--- src/rtl/sdr_burst_pkg.sv ---
package sdr_burst_pkg;
   typedef enum logic [1:0] {
      BK_IDLE  = 2'd0,
      BK_READ  = 2'd1,
      BK_WRITE = 2'd2,
      BK_WRREC = 2'd3
   } bank_st_e;
endpackage

--- src/rtl/sdr_bank_fsm.sv ---
module sdr_bank_fsm
   import sdr_burst_pkg::*;
#(
   parameter int BURST_LEN = 4,
   parameter int T_WR      = 2
) (
   input  logic clk,
   input  logic rst_n,
   input  logic sel_i,
   input  logic cut_i,
   input  logic cmd_write_i,
   input  logic cmd_ap_i,
   output logic reading_o,
   output logic writing_o,
   output logic pre_start_o
);
   localparam int REM_W = $clog2(BURST_LEN + 1);
   localparam int TWR_W = $clog2(T_WR + 1);

   bank_st_e           st_q;
   logic [REM_W-1:0]   rem_q;
   logic [TWR_W-1:0]   twr_q;
   logic               ap_q;

   always_ff @(posedge clk or negedge rst_n) begin
      if (!rst_n) begin
         st_q        <= BK_IDLE;
         rem_q       <= '0;
         twr_q       <= '0;
         ap_q        <= 1'b0;
         pre_start_o <= 1'b0;
      end else begin
         pre_start_o <= 1'b0;
         if (sel_i) begin
            st_q  <= cmd_write_i ? BK_WRITE : BK_READ;
            rem_q <= REM_W'(BURST_LEN);
            ap_q  <= cmd_ap_i;
         end else begin
            unique case (st_q)
               BK_READ: begin
                  if (cut_i || rem_q == REM_W'(1)) begin
                     pre_start_o <= ap_q;
                     st_q        <= BK_IDLE;
                  end else begin
                     rem_q <= rem_q - REM_W'(1);
                  end
               end
               BK_WRITE: begin
                  if (rem_q == REM_W'(1)) begin
                     if (ap_q && T_WR == 1) begin
                        pre_start_o <= 1'b1;
                        st_q        <= BK_IDLE;
                     end else if (ap_q) begin
                        st_q  <= BK_WRREC;
                        twr_q <= TWR_W'(T_WR - 1);
                     end else begin
                        st_q <= BK_IDLE;
                     end
                  end else if (cut_i) begin
                     if (ap_q) begin
                        st_q  <= BK_WRREC;
                        twr_q <= TWR_W'(T_WR);
                     end else begin
                        st_q <= BK_IDLE;
                     end
                  end else begin
                     rem_q <= rem_q - REM_W'(1);
                  end
               end
               BK_WRREC: begin
                  if (twr_q == TWR_W'(1)) begin
                     pre_start_o <= 1'b1;
                     st_q        <= BK_IDLE;
                  end else begin
                     twr_q <= twr_q - TWR_W'(1);
                  end
               end
               default: ;
            endcase
         end
      end
   end

   assign reading_o = (st_q == BK_READ);
   assign writing_o = (st_q == BK_WRITE);

   // an auto-precharged read that is cut off precharges on the next cycle
   p_rdap_cut_r8: assert property (@(posedge clk) disable iff (!rst_n)
      (st_q == BK_READ && ap_q && cut_i && !sel_i) |=> pre_start_o);

   // an auto-precharged write that is cut off must wait for recovery first
   p_wrap_wait_r9: assert property (@(posedge clk) disable iff (!rst_n)
      (st_q == BK_WRITE && ap_q && cut_i && !sel_i && rem_q != REM_W'(1))
      |=> !pre_start_o);
endmodule

--- src/rtl/sdr_rd_pipe.sv ---
module sdr_rd_pipe #(
   parameter int CAS_LAT = 2
) (
   input  logic clk,
   input  logic rst_n,
   input  logic issue_i,
   input  logic flush_i,
   output logic valid_o,
   output logic pending_o
);
   logic [CAS_LAT-1:0] slot_q;

   generate
      if (CAS_LAT == 2) begin : g_short
         always_ff @(posedge clk or negedge rst_n) begin
            if (!rst_n)       slot_q <= '0;
            else if (flush_i) slot_q <= '0;
            else              slot_q <= {slot_q[0], issue_i};
         end
      end else begin : g_long
         always_ff @(posedge clk or negedge rst_n) begin
            if (!rst_n)       slot_q <= '0;
            else if (flush_i) slot_q <= '0;
            else              slot_q <= {slot_q[CAS_LAT-2:0], issue_i};
         end
      end
   endgenerate

   assign valid_o   = slot_q[CAS_LAT-1];
   assign pending_o = issue_i | (|slot_q);

   // read data scheduled before a WRITE is never delivered after it
   p_flush_r5: assert property (@(posedge clk) disable iff (!rst_n)
      flush_i |=> !valid_o);
endmodule

--- src/rtl/sdr_burst_tracker.sv ---
module sdr_burst_tracker #(
   parameter int NUM_BANKS = 4,
   parameter int BURST_LEN = 4,
   parameter int CAS_LAT   = 2,
   parameter int T_WR      = 2,
   localparam int BANK_W   = $clog2(NUM_BANKS)
) (
   input  logic                 clk,
   input  logic                 rst_n,
   input  logic                 cmd_valid,
   input  logic                 cmd_write,
   input  logic [BANK_W-1:0]    cmd_bank,
   input  logic                 cmd_ap,
   input  logic                 dqm_in,
   output logic [NUM_BANKS-1:0] bank_active,
   output logic                 rd_valid,
   output logic                 wr_valid,
   output logic [1:0]           dqm_lead,
   output logic [NUM_BANKS-1:0] pre_start
);
   generate
      if (NUM_BANKS < 2 || (1 << BANK_W) != NUM_BANKS) begin : g_bad_banks
         $error("NUM_BANKS must be a power of two, at least 2");
      end
      if (!(BURST_LEN == 1 || BURST_LEN == 2 || BURST_LEN == 4 || BURST_LEN == 8)) begin : g_bad_bl
         $error("BURST_LEN must be 1, 2, 4 or 8");
      end
      if (CAS_LAT < 2 || CAS_LAT > 3) begin : g_bad_cl
         $error("CAS_LAT must be 2 or 3");
      end
      if (T_WR < 1) begin : g_bad_twr
         $error("T_WR must be at least 1");
      end
   endgenerate

   logic [NUM_BANKS-1:0] rd_st;
   logic [NUM_BANKS-1:0] wr_st;
   logic                 rd_pend;
   logic                 last_rd_ap_q;
   logic                 wr_cmd;

   assign wr_cmd = cmd_valid & cmd_write;

   for (genvar b = 0; b < NUM_BANKS; b++) begin : g_bank
      logic sel;
      assign sel = cmd_valid && (cmd_bank == BANK_W'(b));
      sdr_bank_fsm #(
         .BURST_LEN (BURST_LEN),
         .T_WR      (T_WR)
      ) bank_i (
         .clk         (clk),
         .rst_n       (rst_n),
         .sel_i       (sel),
         .cut_i       (cmd_valid),
         .cmd_write_i (cmd_write),
         .cmd_ap_i    (cmd_ap),
         .reading_o   (rd_st[b]),
         .writing_o   (wr_st[b]),
         .pre_start_o (pre_start[b])
      );
   end

   sdr_rd_pipe #(
      .CAS_LAT (CAS_LAT)
   ) rd_pipe_i (
      .clk       (clk),
      .rst_n     (rst_n),
      .issue_i   (|rd_st),
      .flush_i   (wr_cmd),
      .valid_o   (rd_valid),
      .pending_o (rd_pend)
   );

   always_ff @(posedge clk or negedge rst_n) begin
      if (!rst_n)                      last_rd_ap_q <= 1'b0;
      else if (cmd_valid && !cmd_write) last_rd_ap_q <= cmd_ap;
   end

   assign bank_active = rd_st | wr_st;
   assign wr_valid    = |wr_st;
   assign dqm_lead    = !rd_pend ? 2'd0 : (last_rd_ap_q ? 2'd2 : 2'd1);

   // a WRITE over pending read data needs the mask on the edge before
   p_dqm_one_r7: assert property (@(posedge clk) disable iff (!rst_n)
      (wr_cmd && dqm_lead != 2'd0) |-> $past(dqm_in));

   // after an auto-precharged read the mask is needed two edges ahead
   p_dqm_two_r7: assert property (@(posedge clk) disable iff (!rst_n)
      (wr_cmd && dqm_lead == 2'd2) |-> $past(dqm_in, 2));

   // the data bus is never driven in both directions
   p_bus_dir_r13: assert property (@(posedge clk) disable iff (!rst_n)
      !(rd_valid && wr_valid));

   // only one bank owns a burst at a time
   p_one_burst_r13: assert property (@(posedge clk) disable iff (!rst_n)
      $onehot0(bank_active));
endmodule

--- config.mk ---
export PLATFORM = sky130hd
export DESIGN_NAME = sdr_burst_tracker
export DESIGN_NICKNAME = d
export VERILOG_FILES = /design/src/rtl/sdr_burst_pkg.sv /design/src/rtl/sdr_bank_fsm.sv /design/src/rtl/sdr_rd_pipe.sv /design/src/rtl/sdr_burst_tracker.sv
export SDC_FILE = /design/constraint.sdc
export NUM_CORES = 1
export LEC_CHECK = 0
export BUFFER_PORTS_ARGS = -buffer_cell sky130_fd_sc_hd__clkbuf_2
export CAP_MARGIN = 10
export CORE_MARGIN = 2
export CORE_UTILIZATION = 60
export CTS_BUF_LIST = sky130_fd_sc_hd__clkbuf_16
export DETAILED_ROUTE_END_ITERATION = 7
export PLACE_DENSITY = 0.86
export SLEW_MARGIN = 10
export SYNTH_ARGS = -nofsm -noshare
export SYNTH_HDL_FRONTEND = slang
export SYNTH_SLANG_ARGS = --single-unit
--- constraint.sdc ---
create_clock -name clk -period 3.5 [get_ports clk]
set_clock_uncertainty 0.15 [all_clocks]
set_input_delay 0.35 -clock clk [delete_from_list [all_inputs] [get_ports clk]]
set_output_delay 0.35 -clock clk [all_outputs]
set_load 0.02 [all_outputs]
==> results.yml <==
clock_network:
  cts_hold_buf: 0
  cts_max_level: 2
  cts.sinks: 39
  clkTransAtPathRegs_ns: 0.06
  ctsResizeCount: 0
  cts_tree: "yes"
  postCtsSetupBuffers: 0
  ctsLongestPathBuffers: 2
  insertion_delay_ns: 0.29
  clockRootBuffer: "clkbuf_16"
  cts-buffers-inserted: 5
worst_setup_path:
  setup.worst_path.start_class: "register"
  critPathMaxFanout: 6
  r2r-end: "g_bank[2].bank_i.rem_q[2]$_DFFE_PN0P_"
  ff2ff_setup_slack_ns: 1.54
  startpoint: "g_bank[1].bank_i.st_q[1]$_DFFE_PN0P_"
  crit_end: "dqm_lead[0]"
  cp_num_cells: 6
  crit_type: "register to output port"
  rr_startpoint: "g_bank[2].bank_i.st_q[0]$_DFFE_PN0P_"
  worstPathRequired_ns: 3.00
  path_buf_inv: 2
  ff2ff_path_depth: 6
  critical-path-max-stage-delay_ns: 0.42
  path_delay_family: "simple AND/OR/NAND/NOR gates"
  path_cells: "inv_1 > ha_1 > nor4_1 > nor3b_1 > nor2_1 > clkbuf_2"
  cp_data_arrival_time_ns: 1.98
  endpoint_kind: "output port"
  cp_slowest_cell: "dfrtp_1"
sta:
  period_needed_ns: 2.48
  post-route-period-util_pct: 70.8
  rsz0062_at_grt: "no"
  finalHoldViolations: 0
  finalSetupTns_ns: 0
  worst_pin_slew_ns: 0.944
  clock.fmax_mhz: 404
  finalMaxSlewViolations: 0
  hold_slack_ns: 0.0523
  slew_headroom_pct: 37.1
  report.final.setup_viol: 0
pwr:
  pwr-share-clk_pct: 22.2
  p_comb_share_pct: 46.1
  p_per_area_nw_per_um2: 846
  ir_worst_vdd_mv: 0.468
  pwr-share-seq_pct: 31.7
  leakage_nw: 1.33
  intPower_mw: 1.39
  p_switching_mw: 0.922
  swShare_pct: 39.8
  power.total_mw: 2.31
drt:
  wl_per_cell_um: 15.4
  drc: 0
  drt_iter0_markers: 139
  drtAntennaViolNets: 0
  vias: 2038
  vias_per_cell: 6.12
  wirelength_mm: 5.13
  dr.pass1.iters: 4
floorplanning:
  start_util_pct: 62.0
  io_pins: 20
  core_area_um2: 4000
  row_count: 23
  die_y_um: 68.3
  die_area_um2: 4660
  die_w_um: 68.3
yosys:
  yosys.area.top_type: "dfrtp_1"
  synthFlopType: "dfrtp_1"
  synthXorXnorAreaFrac_pct: 0
  synth_cells: 266
  ys_seq_area_share_pct: 39.4
  syn-cell-area_um2: 2480
  yosys.area_share.adder_pct: 12.1
  synth_top_area_share_pct: 39.4
  muxShareOfSynthArea_pct: 6.86
  ys_ff_latch: 39
  syn-num-nets: 298
  synth_edf_count: 0
  yosys.area_share.simple_pct: 16.8
  synth.distinct_cells: 43
  synth_top_family_by_area: "compound AO/OA/AOI/OAI gates"
  synth_compound_area_share_pct: 18.3
  ys.warnings.count: 0
  synthTopCellsByArea: "dfrtp_1 39%, ha_1 12%, o21ai_0 4.8%"
  syn_avg_cell_area_um2: 9.32
  synthArstFlopShare_pct: 100
final_layout:
  mostFrequentLayoutCells: "39 x dfrtp_1, 27 x inv_1, 24 x o21ai_0, 24 x ha_1"
  stdcell_count: 333
  utilization_pct: 68.4
  num_antenna_cells: 0
  layout-drive-gt1-share_pct: 11.3
  layout.nets: 314
  areaGrowthSynthToFinish_pct: 10.3
  final_common_cell: "dfrtp_1"
placed_design:
  hpwl_mm: 3.61
  post-place-cells: 325
  place_congestion: 0.842
  io_buffers: 18
global_route:
  grt_pass1_wl_mm: 8.60
  grt_max_degree: 40
  grt_overflow_total: 0
  grt_usage_pct: 25.2
  antenna_found_initial: 0
  grt_pass1_vias: 1911
min_path:
  hold_class: "input pin to async pin"
flow_run:
  cap_violations: 0
status:
  status: "complete, no violations"
==> Yosys cell counts (3+ instances only) <==
| master | instances |
|---|---|
| nor3_1 | 5 |
| dfrtp_1 | 39 |
| o22ai_1 | 3 |
| or3_1 | 7 |
| a21oi_1 | 19 |
| buf_4 | 4 |
| nor4_1 | 3 |
| a21o_1 | 3 |
| nand2_1 | 19 |
| mux2i_1 | 11 |
| o21ai_0 | 24 |
| ha_1 | 24 |
| nor2b_1 | 7 |
| nand2b_1 | 5 |
| nand3_1 | 9 |
| mux2_2 | 4 |
| a22o_1 | 6 |
| nor2_1 | 11 |
| inv_1 | 27 |
| o31a_1 | 3 |
==> registers in the layout (all words and copies together) (netlist names) <==
signal                     count
g_bank.bank_i.rem_q           12
g_bank.bank_i.ap_q             4
rd_pipe_i.slot_q               2
g_bank.bank_i.twr_q            8
g_bank.bank_i.pre_start_o      4
g_bank.bank_i.st_q             8
last_rd_ap_q                   1
==> stage by stage <==
step	area, µm²	setup WS [ns]
finish	2740	1.02
CTS	2740	1.06
detailed placement	2570	1.38
global placement	2570	1.37
global route	2740	0.897
floorplan	2480	1.64
==> per-layer routing <==
metal,track usage (%),part of all wire (%)
met5,0,0
met3,5.76,4.3
met2,42.6,50
met1,30.9,43
met4,10.5,2.7
==> cells by family (layout without fill, tap and decap cells) <==
kind of cell | after synthesis | after routing
adders and majority gates | 24 | 24
DFF | 39 | 39
muxes | 16 | 16
buffers and inverters | 37 | 54
and+or+nand+nor | 78 | 78
AOI/OAI and AO/OA | 72 | 72
==> how the worst min path moves through the flow <==
stage / depth (start not counted) / startpoint / slack [ns] / end
2_1_floorplan: 0 / rst_n / -0.1 / g_bank[0].bank_i.ap_q$_DFFE_PN0P_
3_3_place_gp: 2 / g_bank[1].bank_i.twr_q[1]$_DFFE_PN0P_ / 0.36 / g_bank[1].bank_i.twr_q[1]$_DFFE_PN0P_
3_5_place_dp: 2 / g_bank[1].bank_i.ap_q$_DFFE_PN0P_ / 0.36 / g_bank[1].bank_i.ap_q$_DFFE_PN0P_
4_1_cts: 1 / rst_n / 0.1 / g_bank[1].bank_i.twr_q[0]$_DFFE_PN0P_
5_1_grt: 1 / rst_n / 0.16 / g_bank[3].bank_i.pre_start_o$_DFF_PN0_
6_report: 1 / rst_n / 0.05 / g_bank[1].bank_i.pre_start_o$_DFF_PN0_
==> layout make-up <==
cell class | count | area, µm²
flip-flops and latches | 39 | 976
inverters | 28 | 105
clock inverters | 3 | 38.8
fillers | 307 | 1260
multi-input cells | 190 | 1340
repair buffers | 18 | 90.1
well taps | 50 | 62.6
clock buffers | 5 | 125
==> power by group through the flow <==
stage | sequential, mW | combinational, mW | clock [mW]
after detailed placement | 0.739 | 1.06 | 0
after floorplan | 0.714 | 0.822 | 0
after global routing | 0.756 | 1.21 | 0.539
after CTS | 0.732 | 1.07 | 0.521
after global placement | 0.728 | 0.999 | 0
final | 0.734 | 1.07 | 0.515
(Power assumes the default switching activity.)
